## src/rtl/msi_pkg.sv

```systemverilog
// Package: register indices and shared constants of the MSI receiver.
// Assumes a single 32-bit status word covering every vector layout.
package msi_pkg;

    localparam int STAT_W  = 32;
    localparam int DATA_W  = 32;
    localparam int IDX_W   = 4;

    typedef enum logic [IDX_W-1:0] {
        RG_ADDR_LO  = 4'd0,
        RG_ADDR_HI  = 4'd1,
        RG_DATA_CFG = 4'd2,
        RG_STATUS   = 4'd3,
        RG_SET      = 4'd4,
        RG_CLR      = 4'd5,
        RG_MASK_SET = 4'd6,
        RG_MASK_CLR = 4'd7,
        RG_MASK_VIEW= 4'd8
    } reg_sel_e;

    // Window of status bits used by a layout.
    function automatic logic [STAT_W-1:0] win_mask(input bit legacy);
        return legacy ? 32'hFF00_0000 : 32'hFFFF_FFFF;
    endfunction

endpackage

```

## src/rtl/msi_cfg_regs.sv

```systemverilog
// Module: configuration registers (target address low/high, data pattern).
// Assumes writes are single-cycle strobes. Bit 0 of address-low is the enable.
module msi_cfg_regs
    import msi_pkg::*;
#(
    parameter int ADDR_W = 36,
    localparam int HI_W = ADDR_W - 32
) (
    input  logic              clk,
    input  logic              rst_n,
    input  logic              reg_wen,
    input  logic [IDX_W-1:0]  reg_idx,
    input  logic [DATA_W-1:0] reg_wdata,
    output logic [31:0]       addr_lo_q,
    output logic [HI_W-1:0]   addr_hi_q,
    output logic [31:0]       data_cfg_q
);

    // Capture software writes to the three configuration registers.
    always_ff @(posedge clk) begin
        if (!rst_n) begin
            addr_lo_q  <= '0;
            addr_hi_q  <= '0;
            data_cfg_q <= '0;
        end else if (reg_wen) begin
            if (reg_idx == RG_ADDR_LO)  addr_lo_q  <= reg_wdata;
            if (reg_idx == RG_ADDR_HI)  addr_hi_q  <= reg_wdata[HI_W-1:0];
            if (reg_idx == RG_DATA_CFG) data_cfg_q <= reg_wdata;
        end
    end

endmodule

```

## src/rtl/msi_match.sv

```systemverilog
// Module: decides whether an inbound write is a message and which vector it hits.
// Produces a one-hot (or zero) status-bit vector in the same cycle.
// Assumes the data config holds the mask in [31:16] and the pattern in [15:0].
module msi_match
    import msi_pkg::*;
#(
    parameter int ADDR_W = 36,
    parameter bit LEGACY = 1'b0,
    localparam int HI_W    = ADDR_W - 32,
    localparam int VEC_OFS = LEGACY ? 24 : 0,
    localparam int NVEC    = LEGACY ? 8 : 32
) (
    input  logic              in_valid,
    input  logic [ADDR_W-1:0] in_addr,
    input  logic [DATA_W-1:0] in_data,
    input  logic [31:0]       addr_lo,
    input  logic [HI_W-1:0]   addr_hi,
    input  logic [31:0]       data_cfg,
    output logic [STAT_W-1:0] hit_vec
);

    logic [ADDR_W-1:0] target;
    logic [15:0]       cmp_mask;
    logic [15:0]       vec_num;
    logic              addr_ok, data_ok, vec_ok;
    logic [4:0]        bit_pos;

    // Qualify the write and compute the status bit it targets.
    always_comb begin
        target   = {addr_hi, addr_lo[31:2], 2'b00};
        cmp_mask = data_cfg[31:16];
        addr_ok  = (in_addr == target);
        data_ok  = (in_data[31:16] == 16'h0) &&
                   ((in_data[15:0] & cmp_mask) == (data_cfg[15:0] & cmp_mask));
        vec_num  = in_data[15:0] & ~cmp_mask;
        vec_ok   = (vec_num < 16'(NVEC));
        bit_pos  = 5'(VEC_OFS) + vec_num[4:0];
        hit_vec  = '0;
        if (in_valid && addr_lo[0] && addr_ok && data_ok && vec_ok)
            hit_vec[bit_pos] = 1'b1;
    end

endmodule

```

## src/rtl/msi_vec_state.sv

```systemverilog
// Module: per-vector status and mask flops plus the interrupt OR tree.
// Bits outside the layout window are tied to zero. A message beats a clear.
module msi_vec_state
    import msi_pkg::*;
#(
    parameter bit LEGACY = 1'b0,
    localparam logic [STAT_W-1:0] WIN = win_mask(LEGACY)
) (
    input  logic              clk,
    input  logic              rst_n,
    input  logic [STAT_W-1:0] hit_vec,
    input  logic [STAT_W-1:0] sw_set,
    input  logic [STAT_W-1:0] sw_clr,
    input  logic [STAT_W-1:0] msk_set,
    input  logic [STAT_W-1:0] msk_clr,
    output logic [STAT_W-1:0] stat_q,
    output logic [STAT_W-1:0] mask_q,
    output logic              irq_o
);

    for (genvar b = 0; b < STAT_W; b++) begin : g_bit
        if (WIN[b]) begin : g_live
            // Status bit: set by message or software, cleared by W1C.
            always_ff @(posedge clk) begin
                if (!rst_n)
                    stat_q[b] <= 1'b0;
                else
                    stat_q[b] <= hit_vec[b] | sw_set[b] | (stat_q[b] & ~sw_clr[b]);
            end
            // Mask bit: reset to masked, W1S / W1C from software.
            always_ff @(posedge clk) begin
                if (!rst_n)
                    mask_q[b] <= 1'b1;
                else
                    mask_q[b] <= (mask_q[b] | msk_set[b]) & ~msk_clr[b];
            end
        end else begin : g_dead
            assign stat_q[b] = 1'b0;
            assign mask_q[b] = 1'b0;
        end
    end

    // Level interrupt from any pending unmasked vector.
    assign irq_o = |(stat_q & ~mask_q);

endmodule

```

## src/rtl/msi_irq_ctrl.sv

```systemverilog
// Module: top of the MSI receiver. Decodes register writes, builds the read
// mux and wires the config, match and vector-state blocks together.
// Assumes ADDR_W > 32 and one register access per cycle.
module msi_irq_ctrl
    import msi_pkg::*;
#(
    parameter int ADDR_W = 36,
    parameter bit LEGACY = 1'b0,
    localparam int HI_W = ADDR_W - 32
) (
    input  logic              clk,
    input  logic              rst_n,
    input  logic              in_valid,
    input  logic [ADDR_W-1:0] in_addr,
    input  logic [31:0]       in_data,
    input  logic              reg_wen,
    input  logic [3:0]        reg_idx,
    input  logic [31:0]       reg_wdata,
    output logic [31:0]       reg_rdata,
    output logic              irq_o
);

    logic [31:0]       addr_lo_q, data_cfg_q;
    logic [HI_W-1:0]   addr_hi_q;
    logic [STAT_W-1:0] hit_vec, stat_q, mask_q;
    logic [STAT_W-1:0] sw_set, sw_clr, msk_set, msk_clr;
    logic              en;

    assign en = addr_lo_q[0];

    msi_cfg_regs #(.ADDR_W(ADDR_W)) u_cfg (
        .clk(clk), .rst_n(rst_n), .reg_wen(reg_wen), .reg_idx(reg_idx),
        .reg_wdata(reg_wdata), .addr_lo_q(addr_lo_q), .addr_hi_q(addr_hi_q),
        .data_cfg_q(data_cfg_q)
    );

    msi_match #(.ADDR_W(ADDR_W), .LEGACY(LEGACY)) u_match (
        .in_valid(in_valid), .in_addr(in_addr), .in_data(in_data),
        .addr_lo(addr_lo_q), .addr_hi(addr_hi_q), .data_cfg(data_cfg_q),
        .hit_vec(hit_vec)
    );

    // Turn a register write into per-bit set/clear strobes.
    always_comb begin
        sw_set  = (reg_wen && reg_idx == RG_SET)      ? reg_wdata : '0;
        sw_clr  = (reg_wen && reg_idx == RG_CLR)      ? reg_wdata : '0;
        msk_set = (reg_wen && reg_idx == RG_MASK_SET) ? reg_wdata : '0;
        msk_clr = (reg_wen && reg_idx == RG_MASK_CLR) ? reg_wdata : '0;
    end

    msi_vec_state #(.LEGACY(LEGACY)) u_state (
        .clk(clk), .rst_n(rst_n), .hit_vec(hit_vec), .sw_set(sw_set),
        .sw_clr(sw_clr), .msk_set(msk_set), .msk_clr(msk_clr),
        .stat_q(stat_q), .mask_q(mask_q), .irq_o(irq_o)
    );

    // Read mux over the register indices; write-only indices read zero.
    always_comb begin
        case (reg_idx)
            RG_ADDR_LO:   reg_rdata = addr_lo_q;
            RG_ADDR_HI:   reg_rdata = 32'(addr_hi_q);
            RG_DATA_CFG:  reg_rdata = data_cfg_q;
            RG_STATUS:    reg_rdata = stat_q;
            RG_MASK_VIEW: reg_rdata = mask_q;
            default:      reg_rdata = '0;
        endcase
    end

endmodule

```

## config.mk

```make
export PLATFORM = sky130hd
export DESIGN_NAME = msi_irq_ctrl
export DESIGN_NICKNAME = d
export VERILOG_FILES = /design/src/rtl/msi_pkg.sv /design/src/rtl/msi_cfg_regs.sv /design/src/rtl/msi_match.sv /design/src/rtl/msi_vec_state.sv /design/src/rtl/msi_irq_ctrl.sv
export SDC_FILE = /design/constraint.sdc
export NUM_CORES = 1
export LEC_CHECK = 0
export BUFFER_PORTS_ARGS = -buffer_cell sky130_fd_sc_hd__buf_2
export CORE_MARGIN = 2
export CORE_UTILIZATION = 56
export DETAILED_ROUTE_END_ITERATION = 8
export GPL_TIMING_DRIVEN = 1
export PLACE_DENSITY = 0.81
export SYNTH_ARGS = -nofsm -noshare
export SYNTH_HDL_FRONTEND = slang
export SYNTH_SLANG_ARGS = --single-unit
```

## constraint.sdc

```tcl
create_clock -name clk -period 2.7 [get_ports clk]
set_input_delay 0.54 -clock clk [delete_from_list [all_inputs] [get_ports clk]]
set_output_delay 0.54 -clock clk [all_outputs]
set_load 0.01 [all_outputs]
```

## Word-level counts from Yosys, hierarchy flattened

Index checks and enable logic that the tools add are counted.

- $lt $le $gt $ge: 3
- Equal/unequal tests: 10
- Multiplexer cells: 8
- Bitwise logic cells: 230
- Reductions and logical operators: 16

Operator list:

| operator | number |
|---|---|
| $mux W32 | 5 |
| $pmux W32 S5 | 1 |
| $or A1 B1 Y1 | 96 |
| $and A1 B1 Y1 | 64 |
| $not A1 Y1 | 64 |
| $and A16 B16 Y16 | 3 |
| $eq A36 B36 Y1 | 1 |
| $and A32 B32 Y32 | 1 |
| $not A32 Y32 | 1 |
| $reduce_or A32 Y1 | 1 |
| $eq A16 B16 Y1 | 1 |
| $eq A4 B3 Y1 const B | 4 |
| $logic_not A16 Y1 | 1 |
| $lt A16 B6 Y1 const B | 1 |
| $not A16 Y16 | 1 |
| $logic_and A1 B1 Y1 | 10 |
| $eq A4 B2 Y1 const B | 2 |
| $lt A5 B6 Y1 const B | 1 |
| $reduce_and A2 Y1 | 3 |
| $demux W1 S5 | 1 |
| $ge A5 B1 Y1 const B | 1 |
| $eq A4 B1 Y1 const B | 1 |
| $eq A4 B4 Y1 const B | 1 |
| $logic_not A4 Y1 | 1 |
| $mux W1 | 1 |

- Register bits after elaboration: 132

## Longest topological paths before layout

- Depth in word-level cells: 9
- Gate-level depth with buffers: 8

## Cells and area by module

Synthesis repeated with hierarchy kept, for this count alone.

- Cells, all modules: 979
- Area total of the unflattened synthesis: 8266.7 µm²

Modules (own cells, without submodules):

| module | instances | cells an instance | area an instance (µm²) | sequential area each (µm²) |
|---|---|---|---|---|
| msi_cfg_regs | 1 | 258 | 2577.5 | 1361.3 |
| msi_vec_state | 1 | 252 | 2255.9 | 1281.2 |
| msi_irq_ctrl | 1 | 270 | 1961.9 | 0.0 |
| msi_match | 1 | 199 | 1471.4 | 0.0 |

## Least setup slack after synthesis

Ideal clock, no wire load.

- Path type: input port to output port
- Start point: in reg_idx[0]
- End point: out reg_rdata[3]
- Arrival: 1858 ps
- Data required time: 2160 ps
- Slack: 302 ps
- Cell stages on the path: 5
- Cell sequence: nor4_2 -> clkbuf_1 -> buf_1 -> a222oi_1 -> nand2_1

- Cells in the longest elaborated chain, start to end: 2

RTL lines:

| item | line | RTL |
|---|---|---|
| start, declared | msi_irq_ctrl.sv:17 | `input logic [3:0] reg_idx,` |
| $eq A4 B4 Y1, or another cell as far along | msi_irq_ctrl.sv:59 | `case (reg_idx)` |
| $pmux W32 S5 (*) | msi_irq_ctrl.sv:59 |  |
| end, declared | msi_irq_ctrl.sv:19 | `output logic [31:0] reg_rdata,` |

Every way passes the cells marked *; elsewhere a longest branch is shown, timed or not.

## Final worst setup path

- Start point: in reg_idx[0]
- End point: out reg_rdata[15]

The elaborated chain is that of the path after synthesis.

==> impl_metrics.json <==
{
  "hold_viol": 0,
  "cp_top_family": "buffers and inverters",
  "cts_sinks": 132,
  "synth_ff_type": "dfxtp_1",
  "ir_worst_vdd_mv": 0.4559,
  "crit_buf_inv": 3,
  "grt_max_degree": 108,
  "max_slew_margin_pct": 36.02,
  "ys_seq_area_share_pct": 35.69,
  "fmax_mhz": 418.7,
  "tightest_slew_ps": 959.7,
  "cpPeakStageDelay_ps": 380,
  "synth_area_mm2": 0.007403,
  "multiInputGateArea_mm2": 0.004362,
  "rsz0062_at_grt": "false",
  "cts_resized": 0,
  "slowest_stage": "nor4b_2",
  "num_rows": 42,
  "dieArea_mm2": 0.01416,
  "dieHeight_um": 119.0,
  "synth_common_cells": "nand2_1, dfxtp_1, a21boi_0",
  "min_path_type": "in -> reg",
  "setup_tns_ps": 0,
  "drc": 0,
  "total_leakage_power_nw": 3.486,
  "synth-edff-count": 0,
  "slew_violations": 0,
  "final.period_utilization_pct": 88.45,
  "crit_chain": "buf_2 > nor4b_2 > buf_12 > a22o_1 > a221o_1 > buf_2",
  "final_layout_size_suffix_gt1_share_pct": 23.55,
  "yosysTopAreaCell": "dfxtp_1",
  "portBuffers": 140,
  "drtAntennaViolNets": 0,
  "grt_pass1_vias": 7284,
  "end_kind": "output port",
  "routed_wl_um": 26750,
  "ios": 141,
  "cp-start-kind": "primary input",
  "syn_to_final_growth_pct": 19.98,
  "yosysMostFrequentCell": "nand2_1",
  "post_cts_buffers": 0,
  "fin_crit_ps": 2388,
  "critical_path_class": "in -> out",
  "skew_ps": 6.497,
  "synth_top_area_share_pct": 35.69,
  "nFillCells": 1057,
  "cts_tree": "done",
  "synthCells": 919,
  "synth_seq_cells": 132,
  "cts-htree-levels": 4,
  "fin_nets": 1149,
  "cts_inserted_buffers": 17,
  "startpoint": "reg_idx[0]",
  "yosys_warnings": 0,
  "critPathRequiredTime_ps": 2160,
  "holdCritStartpoint": "reg_wdata[23]",
  "cp_common_cell": "buf_2",
  "status": "complete, no violations",
  "cp.arrival_ps": 1850,
  "fp.dieW_um": 119.0,
  "dpl.hpwl_um": 18910,
  "syn_avg_cell_area_um2": 8.056,
  "worstPathMaxFanout": 32,
  "synth_area_leaders": "dfxtp_1, nand2_1, a21boi_0",
  "r2r_start": "u_cfg.addr_lo_q[10]",
  "vias": 7766,
  "first_pass_iters": 5,
  "cts.clk_slew.worst_paths_ps": 50,
  "grt_pass1_wl_um": 41200,
  "power.density_mw_per_mm2": 518.2,
  "insertion_delay_ps": 420,
  "clk_path_buf_depth": 2,
  "hold_ws_ps": 405.1,
  "start_util_pct": 56.58,
  "cap_viol_max_count": 0,
  "overflow": 0,
  "gp_congestion": 0.9840,
  "core_mm2": 0.01309,
  "async_flop_share_pct": 0,
  "cts_root_buf": "clkbuf_16",
  "via_per_inst": 6.314,
  "holdBufCountCts": 0,
  "syn_nets": 1027,
  "regArea_mm2": 0.002643,
  "netlist-cell-type-count": 45,
  "avgRoutedWirePerCell_um": 21.75,
  "setup_viol": 0,
  "track_usage_pct": 38.03,
  "grt_antenna_before_repair": 1,
  "first_iter_violations": 1022
}
## tightest hold or removal path, delay by kind of cell
kind | cells | cell delay (ps)
AOI/OAI and AO/OA | 1 | 50
and+or+nand+nor | 1 | 60
buffers and inverters | 1 | 130
## area by class of cell
| cell class | instances | area share, % |
|---|---|---|
| timing repair buffer | 170 | 10.87 |
| clock buffer | 26 | 5.508 |
| antenna | 1 | 0.02817 |
| clock inverter | 5 | 0.5635 |
| tap | 176 | 2.479 |
| inverter | 40 | 1.690 |
| sequential | 132 | 29.75 |
| multi-input combinational | 680 | 49.11 |
## sequential cells by signal (all words and copies together) (netlist names)
register	cells
u_cfg.addr_lo_q	32
u_cfg.data_cfg_q	32
u_state.mask_q	32
u_state.stat_q	32
u_cfg.addr_hi_q	4
## report_power, final
part	internal [mW]	leakage (nW)	switching (mW)	total (mW)
clock network	1.33	0.268	0.810	2.14
logic	0.183	2.15	0.276	0.459
registers	1.97	1.07	0.0316	2.01
total	3.48	3.49	1.12	4.60
## routing by layer
| metal | vias up | track usage [%] | share of wire, % |
|---|---|---|---|
| li1 | 3518 | - | - |
| met1 | 3616 | 48.06 | 38 |
| met2 | 554 | 58.44 | 44 |
| met3 | 78 | 11.78 | 13 |
| met4 | 0 | 19.35 | 4.7 |
| met5 | - | 0 | 0 |
## placed cells by master, fill, tap and decap left out, types with 30 or more instances in the layout
master / instances
a21boi_0: 57
a21oi_1: 32
a22o_1: 46
and2_1: 34
buf_2: 139
dfxtp_1: 132
inv_1: 40
nand2_1: 208
nand3_1: 39
o21ai_0: 33
o31ai_2: 30
xor2_1: 38
## logic make-up (layout without fill, tap and decap cells)
family	count (synthesis)	after routing	synth area share, %
AOI/OAI and AO/OA	291	291	31.62
and+or+nand+nor	343	343	21.33
DFF	132	132	35.69
xor gates and xnor gates	46	46	5.442
buffers and inverters	107	241	5.915
other	0	1	0
## through the flow
step | cell area [um2] | power, mW | instances | worst slack, ps | util [%]
floorplan | 7403 | 2.251 | 919 | 302.1 | -
global placement | 8341 | 2.488 | 1198 | 205.7 | 63.74
detailed placement | 8341 | 2.492 | 1198 | 122.4 | 63.74
CTS | 8880 | 4.604 | 1229 | 353.5 | 67.86
global route | 8882 | 4.738 | 1230 | 182.9 | 67.88
finish | 8882 | 4.603 | 1230 | 311.8 | 67.88
## final timing paths
kind / end / slack [ps] / cells past startpoint
setup / recovery: reg_rdata[15] / 310 / 6
hold / removal: u_cfg.addr_lo_q[23] / 410 / 3
setup reg to reg: u_state.stat_q[3] / 340 / 6
hold reg to reg: u_cfg.addr_lo_q[1] / 480 / 2
(Power assumes the default switching activity.)
